**config.mk**
```make
export PLATFORM = sky130hd
export DESIGN_NAME = field_parity_status
export DESIGN_NICKNAME = d
export VERILOG_FILES = /design/src/rtl/fps_pkg.sv /design/src/rtl/fps_cfg_regs.sv /design/src/rtl/fps_raster_timer.sv /design/src/rtl/fps_parity_gen.sv /design/src/rtl/field_parity_status.sv
export SDC_FILE = /design/constraint.sdc
export NUM_CORES = 1
export LEC_CHECK = 0
export ABC_AREA = 1
export CAP_MARGIN = 20
export CELL_PAD_IN_SITES_DETAIL_PLACEMENT = 1
export CELL_PAD_IN_SITES_GLOBAL_PLACEMENT = 1
export CORE_AREA = 2 2 55 57
export DETAILED_ROUTE_END_ITERATION = 7
export DIE_AREA = 0 0 57 59
export DONT_BUFFER_PORTS = 1
export PLACE_DENSITY_LB_ADDON = 0.1
export SLEW_MARGIN = 20
export SYNTH_ARGS = -nofsm -noshare
export SYNTH_HDL_FRONTEND = slang
export SYNTH_SLANG_ARGS = --single-unit
```
**constraint.sdc**
```tcl
create_clock -name clk -period 1 [get_ports clk]
set_input_delay 0.15 -clock clk [delete_from_list [all_inputs] [get_ports clk]]
set_output_delay 0.15 -clock clk [all_outputs]
set_load 0.03 [all_outputs]
```
**src/rtl/fps_pkg.sv**
```systemverilog
package fps_pkg;

  typedef struct packed {
    logic ilace_en;
    logic hires_en;
  } fps_mode_t;

  function automatic logic fps_is_interlaced(fps_mode_t m);
    return m.ilace_en & m.hires_en;
  endfunction

endpackage

```
**src/rtl/fps_cfg_regs.sv**
```systemverilog
module fps_cfg_regs
  import fps_pkg::*;
#(
  parameter int OFFS_W = 10
) (
  input  logic              clk,
  input  logic              rst_n,
  input  logic              we,
  input  fps_mode_t         mode_in,
  input  logic [OFFS_W-1:0] voff_in,
  output fps_mode_t         mode_q,
  output logic [OFFS_W-1:0] voff_q
);

  fps_mode_t         mode_d;
  logic [OFFS_W-1:0] voff_d;

  always_comb begin
    mode_d = mode_q;
    voff_d = voff_q;
    if (we) begin
      mode_d = mode_in;
      voff_d = voff_in;
    end
  end

  always_ff @(posedge clk or negedge rst_n) begin
    if (!rst_n) begin
      mode_q <= '0;
      voff_q <= '0;
    end else begin
      mode_q <= mode_d;
      voff_q <= voff_d;
    end
  end

  // without a strobe, the held configuration does not move
  a_r9_hold_without_we: assert property (@(posedge clk) disable iff (!rst_n)
    !we |=> ($stable(mode_q) && $stable(voff_q)));

endmodule

```
**src/rtl/fps_raster_timer.sv**
```systemverilog
module fps_raster_timer #(
  parameter int CLKS_PER_LINE   = 8,
  parameter int LINES_PER_FIELD = 312,
  parameter int ACTIVE_LINES    = 288,
  parameter int PIX_W  = (CLKS_PER_LINE > 1) ? $clog2(CLKS_PER_LINE) : 1,
  parameter int LINE_W = (LINES_PER_FIELD > 1) ? $clog2(LINES_PER_FIELD) : 1
) (
  input  logic              clk,
  input  logic              rst_n,
  output logic              line_tick,
  output logic              field_wrap,
  output logic              next_blank,
  output logic              blank,
  output logic [LINE_W-1:0] line_q
);

  localparam logic [PIX_W-1:0]  PIX_LAST  = PIX_W'(CLKS_PER_LINE - 1);
  localparam logic [LINE_W-1:0] LINE_LAST = LINE_W'(LINES_PER_FIELD - 1);
  localparam logic [LINE_W-1:0] ACT_LIM   = LINE_W'(ACTIVE_LINES);

  logic [PIX_W-1:0]  pix_q, pix_d;
  logic [LINE_W-1:0] line_d, line_nxt;

  always_comb begin
    line_tick  = (pix_q == PIX_LAST);
    field_wrap = line_tick && (line_q == LINE_LAST);
    line_nxt   = field_wrap ? '0 : line_q + LINE_W'(1);
    next_blank = (line_nxt >= ACT_LIM);
    blank      = (line_q >= ACT_LIM);
    pix_d      = line_tick ? '0 : pix_q + PIX_W'(1);
    line_d     = line_tick ? line_nxt : line_q;
  end

  always_ff @(posedge clk or negedge rst_n) begin
    if (!rst_n) begin
      pix_q  <= '0;
      line_q <= '0;
    end else begin
      pix_q  <= pix_d;
      line_q <= line_d;
    end
  end

  // the last line of a field is followed by line 0
  a_r2_field_wrap: assert property (@(posedge clk) disable iff (!rst_n)
    (line_tick && line_q == LINE_LAST) |=> (line_q == '0));

  // the line number never leaves the field
  a_r2_line_range: assert property (@(posedge clk) disable iff (!rst_n)
    line_q <= LINE_LAST);

  // blanking starts on the line after the last active one
  a_r3_blank_entry: assert property (@(posedge clk) disable iff (!rst_n)
    (line_tick && line_q == ACT_LIM - LINE_W'(1)) |=> blank);

endmodule

```
**src/rtl/fps_parity_gen.sv**
```systemverilog
module fps_parity_gen (
  input  logic clk,
  input  logic rst_n,
  input  logic line_tick,
  input  logic field_wrap,
  input  logic next_blank,
  input  logic interlaced,
  input  logic voff_lsb,
  output logic line_odd,
  output logic field_flag
);

  logic field_odd_q, field_odd_d;
  logic act_par;
  logic line_odd_d, field_flag_d;

  always_comb begin
    field_odd_d  = field_wrap ? (interlaced & ~field_odd_q) : field_odd_q;
    act_par      = interlaced & field_odd_d;
    line_odd_d   = line_odd;
    field_flag_d = field_flag;
    if (line_tick) begin
      line_odd_d   = next_blank ? voff_lsb : act_par;
      field_flag_d = ~act_par;
    end
  end

  always_ff @(posedge clk or negedge rst_n) begin
    if (!rst_n) begin
      field_odd_q <= 1'b0;
      line_odd    <= 1'b0;
      field_flag  <= 1'b1;
    end else begin
      field_odd_q <= field_odd_d;
      line_odd    <= line_odd_d;
      field_flag  <= field_flag_d;
    end
  end

  // the flags move only on a line boundary
  a_r7_hold_midline: assert property (@(posedge clk) disable iff (!rst_n)
    !line_tick |=> ($stable(line_odd) && $stable(field_flag)));

  // a blanking line shows the offset bit
  a_r6_blank_parity: assert property (@(posedge clk) disable iff (!rst_n)
    (line_tick && next_blank) |=> (line_odd == $past(voff_lsb)));

  // progressive output keeps the field flag set
  a_r8_prog_field: assert property (@(posedge clk) disable iff (!rst_n)
    (line_tick && !interlaced) |=> field_flag);

  // interlaced fields alternate parity
  a_r5_field_toggle: assert property (@(posedge clk) disable iff (!rst_n)
    (field_wrap && interlaced) |=> (field_odd_q != $past(field_odd_q)));

endmodule

```
**src/rtl/field_parity_status.sv**
```systemverilog
module field_parity_status
  import fps_pkg::*;
#(
  parameter int CLKS_PER_LINE   = 8,
  parameter int LINES_PER_FIELD = 312,
  parameter int ACTIVE_LINES    = 288,
  parameter int OFFS_W          = 10,
  parameter int LINE_W = (LINES_PER_FIELD > 1) ? $clog2(LINES_PER_FIELD) : 1
) (
  input  logic              clk,
  input  logic              rst_n,
  input  logic              cfg_we,
  input  logic              cfg_interlace,
  input  logic              cfg_hires,
  input  logic [OFFS_W-1:0] cfg_voffset,
  output logic              line_odd,
  output logic              field_flag,
  output logic              vblank,
  output logic [LINE_W-1:0] line_count
);

  logic rst_s1, rst_s2;

  always_ff @(posedge clk or negedge rst_n) begin
    if (!rst_n) begin
      rst_s1 <= 1'b0;
      rst_s2 <= 1'b0;
    end else begin
      rst_s1 <= 1'b1;
      rst_s2 <= rst_s1;
    end
  end

  fps_mode_t         mode_in, mode_q;
  logic [OFFS_W-1:0] voff_q;
  logic              line_tick, field_wrap, next_blank;

  always_comb begin
    mode_in.ilace_en = cfg_interlace;
    mode_in.hires_en = cfg_hires;
  end

  fps_cfg_regs #(.OFFS_W(OFFS_W)) u_cfg (
    .clk     (clk),
    .rst_n   (rst_s2),
    .we      (cfg_we),
    .mode_in (mode_in),
    .voff_in (cfg_voffset),
    .mode_q  (mode_q),
    .voff_q  (voff_q)
  );

  fps_raster_timer #(
    .CLKS_PER_LINE   (CLKS_PER_LINE),
    .LINES_PER_FIELD (LINES_PER_FIELD),
    .ACTIVE_LINES    (ACTIVE_LINES),
    .LINE_W          (LINE_W)
  ) u_timer (
    .clk        (clk),
    .rst_n      (rst_s2),
    .line_tick  (line_tick),
    .field_wrap (field_wrap),
    .next_blank (next_blank),
    .blank      (vblank),
    .line_q     (line_count)
  );

  fps_parity_gen u_parity (
    .clk        (clk),
    .rst_n      (rst_s2),
    .line_tick  (line_tick),
    .field_wrap (field_wrap),
    .next_blank (next_blank),
    .interlaced (fps_is_interlaced(mode_q)),
    .voff_lsb   (voff_q[0]),
    .line_odd   (line_odd),
    .field_flag (field_flag)
  );

  // in the active area the field flag is the inverse of the parity flag
  a_r8_active_opposite: assert property (@(posedge clk) disable iff (!rst_s2)
    !vblank |-> (field_flag != line_odd));

endmodule

```
==> impl_metrics.json, run 1 <==
{
  "crit_family": "simple AND/OR/NAND/NOR gates",
  "cts_root_buffer": "clkbuf_4",
  "status": "finished, violations left",
  "syn_area_sq_um": 998,
  "grt_setup_unrepaired": "yes",
  "place_inst": 177,
  "cp_common_cell": "nand2_1",
  "wl_met3_um": 86,
  "synthSimpleGateAreaFrac": 0.268,
  "maxCapViolCount": 0,
  "nets": 186,
  "viasPerCell": 4.97,
  "violations": "setup timing",
  "syn-num-nets": 133,
  "vias": 980,
  "drt-wirelength-per-cell_um": 15.5,
  "ys_seq_area_frac": 0.503,
  "cts_buffers": 3,
  "io_pins": 27,
  "worstPathRequired_ps": 1210,
  "num_antenna_cells": 0,
  "core_sq_um": 2710,
  "worst_slack_ps": -522,
  "crit_buf_inv": 1,
  "area_growth_pct": 70.7,
  "pwr_density_cell_nw_per_um2": 805,
  "cp.arrival_ps": 1730,
  "path_cells": "ha_2, ha_4, nand2_4, nor2_4, nand3_4, o21ai_2, inv_2, nand2_1, nand2_1, nand3_1, nand2_1",
  "synth_compound_area_frac": 0.0764,
  "grt_overflow": 0,
  "peakVddDrop_mv": 0.787,
  "htreeDepth": 1,
  "r2r-end": "u_parity.line_odd",
  "path_max_fanout": 5,
  "critPathCaptureType": "flip-flop",
  "grt_pass1_wl_mm": 5.13,
  "max_freq_mhz": 657,
  "syn_inst": 114,
  "wl_met1_mm": 1.31,
  "rr_worst_depth": 11,
  "final_cells": 197,
  "dieArea_sq_um": 3360,
  "grt.total_usage": 0.206,
  "routed_wl_mm": 3.06,
  "grt_max_degree": 13,
  "setup_violations": 25,
  "synth-xor-area-share": 0.00877,
  "antenna_found_initial": 0,
  "dpl.hpwl_mm": 2.05,
  "r2r-start": "u_timer.pix_q[0]",
  "finalCriticalPeriod_ps": 1520,
  "die_w_um": 57,
  "worst-path-stages": 11,
  "synth_top_family_by_area": "simple AND/OR/NAND/NOR gates",
  "grt_pass1_vias": 1099,
  "hold_viol": 0,
  "final_cell_mix": "buf_4 (23), buf_6 (22), nand2_1 (19)",
  "clockBufferDepth": 2,
  "finalCritPeriodShare": 1.52,
  "ant_nets": 0,
  "tns_ps": -6640,
  "dr.max_layer_used": "met4",
  "slowest_stage": "dfrtp_1",
  "io_buffers": 0,
  "finClkSkew_ps": 2.82,
  "drt-pass1-iter-count": 4,
  "placementRows": 19,
  "cts.reportedPaths.clkPinSlew_ps": 110,
  "clock_latency_ps": 310,
  "ys_ff_latch": 20,
  "holdCritPathClass": "in -> async",
  "die_h_um": 59,
  "synth_mux_area_frac": 0.0226,
  "drive_gt1_frac": 0.602,
  "critPathMaxStageDelay_ps": 370,
  "layout_commonest_cell": "buf_4",
  "rrSetupSlack_ps": -520,
  "initial_utilization": 0.368,
  "cts_tree": "yes",
  "postLayoutCoreUtil": 0.629,
  "slew_viol_final": 0,
  "synth_cell_types": 23,
  "gp_congestion": 0.731,
  "avgSynthCellArea_sq_um": 8.76,
  "wl_met2_mm": 1.55,
  "leakagePower_nw": 0.797,
  "synthAdderAreaFrac": 0.0501,
  "drt_iter0_drc": 29,
  "cts_sinks": 20,
  "yosysWarnings": 0,
  "drc": 0,
  "critPathKind": "reg -> reg",
  "cp-start-kind": "flip-flop"
}
## worst register-to-register path: stages (launching register included)
cell	delay, ps
dfrtp_1	370
ha_2	190
ha_4	140
nand2_4	50
nor2_4	100
nand3_4	110
o21ai_2	150
inv_2	70
nand2_1	60
nand2_1	60
nand3_1	70
nand2_1	50
## metal layers
metal  vias up  GRT usage
met5         -          0
met4         0      0.130
met3        10     0.0284
met2        26      0.356
met1       478      0.242
li1        466          -
## kinds of logic after synthesis
logic type,Yosys count
flops,20
xor+xnor,1
buf+inv,16
simple gates,56
mux,2
fa+ha+maj,4
compound gates,14
other cells,1
## state kept, by name (all words and copies together) (netlist names)
name / flops
u_parity.line_odd: 1
u_timer.line_q: 9
u_cfg.voff_q: 1
u_parity.field_odd_q: 1
rst_s2: 1
u_cfg.mode_q: 2
u_parity.field_flag: 1
u_timer.pix_q: 3
rst_s1: 1
## power breakdown
| part | switching, mW | internal [mW] |
|---|---|---|
| sequential | 0.00661 | 0.824 |
| combinational | 0.0326 | 0.0290 |
| clock | 0.257 | 0.223 |
| total | 0.296 | 1.08 |
## synthesized netlist by cell type
cell type	count	share of area
nand2_1	26	0.098
dfrtp_1	19	0.48
nand3_1	13	0.065
inv_1	12	0.045
nor2_1	9	0.034
o21ai_0	8	0.040
a21oi_1	4	0.020
ha_1	4	0.050
buf_4	2	0.015
mux2_2	2	0.023
nand2_2	2	0.013
nor2_2	2	0.013
and3b_2	1	0.010
clkinv_1	1	0.0038
conb_1	1	0.0038
dfstp_2	1	0.026
inv_2	1	0.0038
nand3_4	1	0.018
nor2_4	1	0.011
nor3b_1	1	0.0075
o21ai_2	1	0.0088
o21bai_1	1	0.0075
xor2_1	1	0.0088
## how the worst max path moves through the flow
stage                           start                 to  slack [ps]
finish               u_timer.pix_q[0]  u_parity.line_odd        -520
global route         u_timer.pix_q[0]  u_parity.line_odd        -650
CTS                  u_timer.pix_q[0]  u_timer.line_q[4]        -480
detailed placement   u_timer.pix_q[0]  u_parity.line_odd        -500
global placement    u_timer.line_q[1]  u_parity.line_odd        -440
floorplan            u_timer.pix_q[0]  u_parity.line_odd        -520
## layout make-up
type	instances	area [sq um]
Clock buffer	4	36.3
Fill cell	311	1010
Inverter	14	61.3
Multi-Input combinational cell	78	583
Sequential cell	20	514
Tap cell	31	38.8
Timing Repair Buffer	50	470
## through the flow
stage               worst slack, ps  hold slack (ps)  instance area (sq um)  power, mW
global route                   -650             43.9                   1700       1.44
CTS                            -477             37.9                   1660       1.40
finish                         -522             54.6                   1700       1.37
detailed placement             -496             -146                   1360      0.889
floorplan                      -521             -146                   1080      0.873
global placement               -442             -146                   1360      0.887
## repair_timing
item                       4_1_cts  5_1_grt
hold endpoints to repair         5        0
setup endpoints to repair       26       25
buffers inserted                 8        5
resized for setup               49        6
hold buffers                     5        0
pin swaps                       11        5
Note: power is estimated with default switching activity, not from simulation.
==> run 2, diff against run 1 <==
CTS_BUF_LIST = sky130_fd_sc_hd__clkbuf_4   (was default)
PLACE_DENSITY = 0.62   (was default)
PLACE_DENSITY_LB_ADDON = default   (was 0.1)
==> run 2 against run 1 <==
The flow still finishes with violations (setup timing). Flip-flop and latch count stayed put. Fmax increased by 4.8%. Largest cell class unchanged. Clock skew grew 6.1 ps. Combinational power shrank 6.8%. Die area is the same. Sequential power is essentially flat. Critical endpoint unchanged. Critical path depth unchanged. Critical path type unchanged. Clock-buffer cell count is 1 lower. Via count is 8.6% lower. Routed wire length down 18%. Sequential share of layout area up 2.4 points. First-iteration DRC count shrank 76%.
==> impl_metrics.json, run 2 (same netlist as run 1, synthesis figures left out) <==
{
  "status": "finished, violations left",
  "violations": "setup timing",
  "drt-pass1-iter-count": 2,
  "finalCriticalPeriod_ps": 1450,
  "largest-register": "u_timer.line_q",
  "clock_latency_ps": 300,
  "slew_viol_final": 0,
  "io_buffers": 0,
  "worst_slack_ps": -452,
  "cp-start-kind": "flip-flop",
  "grt_max_degree": 19,
  "antenna_found_initial": 0,
  "final_cell_mix": "nand2_1 (22), buf_4 (19), buf_6 (18)",
  "grt.total_usage": 0.177,
  "core_sq_um": 2710,
  "routed_wl_mm": 2.51,
  "critPathKind": "reg -> reg",
  "drc": 0,
  "worstPathRequired_ps": 1200,
  "tns_ps": -5760,
  "drt_iter0_drc": 7,
  "num_antenna_cells": 0,
  "pre_cts_slack_ps": -509,
  "max_freq_mhz": 689,
  "hold_viol": 0,
  "place_area_sq_um": 1350,
  "holdCritPathClass": "in -> async",
  "viasPerCell": 4.74,
  "pwr_density_cell_nw_per_um2": 805,
  "peakVddDrop_mv": 0.896,
  "area_growth_pct": 58.1,
  "grt_pass1_wl_mm": 4.52,
  "cts_tree": "yes",
  "layout_commonest_cell": "nand2_1",
  "clockBufferDepth": 2,
  "dpl.hpwl_mm": 2.00,
  "largest_register_ffs": 9,
  "finClkSkew_ps": 8.90,
  "reg_top3": "u_timer.line_q x9, u_timer.pix_q x3, u_cfg.mode_q x2",
  "dieArea_sq_um": 3360,
  "die_w_um": 57,
  "cts_root_buffer": "clkbuf_4",
  "finalCritPeriodShare": 1.45,
  "grt_setup_unrepaired": "yes",
  "placementRows": 19,
  "setup_violations": 25,
  "leakagePower_nw": 0.725,
  "nets": 178,
  "io_pins": 27,
  "grt_overflow": 0,
  "cts_buffers": 3,
  "drive_gt1_frac": 0.532,
  "htreeDepth": 1,
  "vias": 896,
  "cts.reportedPaths.clkPinSlew_ps": 110,
  "ant_nets": 0,
  "critPathCaptureType": "flip-flop",
  "cp.arrival_ps": 1660,
  "initial_utilization": 0.368,
  "grt_pass1_vias": 1012,
  "gp_congestion": 0.761,
  "path_max_fanout": 5,
  "cts_sinks": 20,
  "die_h_um": 59,
  "drt-wirelength-per-cell_um": 13.3,
  "final_area_sq_um": 1580,
  "maxCapViolCount": 0,
  "whs_ps": 69.8
}
run 2: final timing paths:
kind                                  endpoint             start  slack [ps]  cells after the start
max                          u_parity.line_odd  u_timer.pix_q[0]        -450                     11
min                                     rst_s1             rst_n          70                      1
max reg2reg                  u_parity.line_odd  u_timer.pix_q[0]        -450                     11
min reg2reg                   u_timer.pix_q[0]            rst_s2         190                      1
max in group asynchronous  u_parity.field_flag            rst_s2         550                      1
min in group clk                        rst_s2            rst_s1         360                      0
run 2: cell type report:
type,count,area (sq um)
Fill cell,319,1130
Multi-Input combinational cell,78,546
Sequential cell,20,514
Timing Repair Buffer,42,395
Inverter,14,58.8
Tap cell,31,38.8
Clock buffer,3,22.5
Clock inverter,1,3.75
run 2: per-stage QoR:
step,power [mW],utilization,cells
final,1.27,0.583,189
after global routing,1.35,0.583,189
after CTS,1.31,0.578,189
after detailed placement,0.887,0.496,175
after global placement,0.884,0.496,175
after floorplan,0.873,-,114
run 2: worst max-delay path: stages, from the launching register on:
cell,delay (ps)
dfrtp_1,360
ha_2,190
ha_4,150
nand2_4,50
nor2_4,90
nand3_4,110
o21ai_2,140
inv_2,60
nand2_1,50
nand2_1,50
nand3_1,60
nand2_1,50
run 2: repair_timing:
action | in CTS | in global routing
pin swaps | 12 | 3
buffers inserted | 6 | 1
hold buffers | 5 | 0
gates resized for setup | 31 | 8
endpoints found under the setup margin | 26 | 26
endpoints found under the hold margin | 5 | 0
run 2: where the power goes:
part	switching [mW]	internal [mW]	total, mW
registers	0.00621	0.824	0.830
logic	0.0309	0.0265	0.0574
clock network	0.238	0.145	0.384
total	0.275	0.996	1.27
run 2: routing by layer:
metal / wire length (um) / up-vias / track usage
met4: 25 / 0 / 0.0598
met2: 1340 / 15 / 0.332
met5: 0 / - / 0
met3: 83 / 4 / 0.0218
met1: 1060 / 424 / 0.210
li1: - / 453 / -
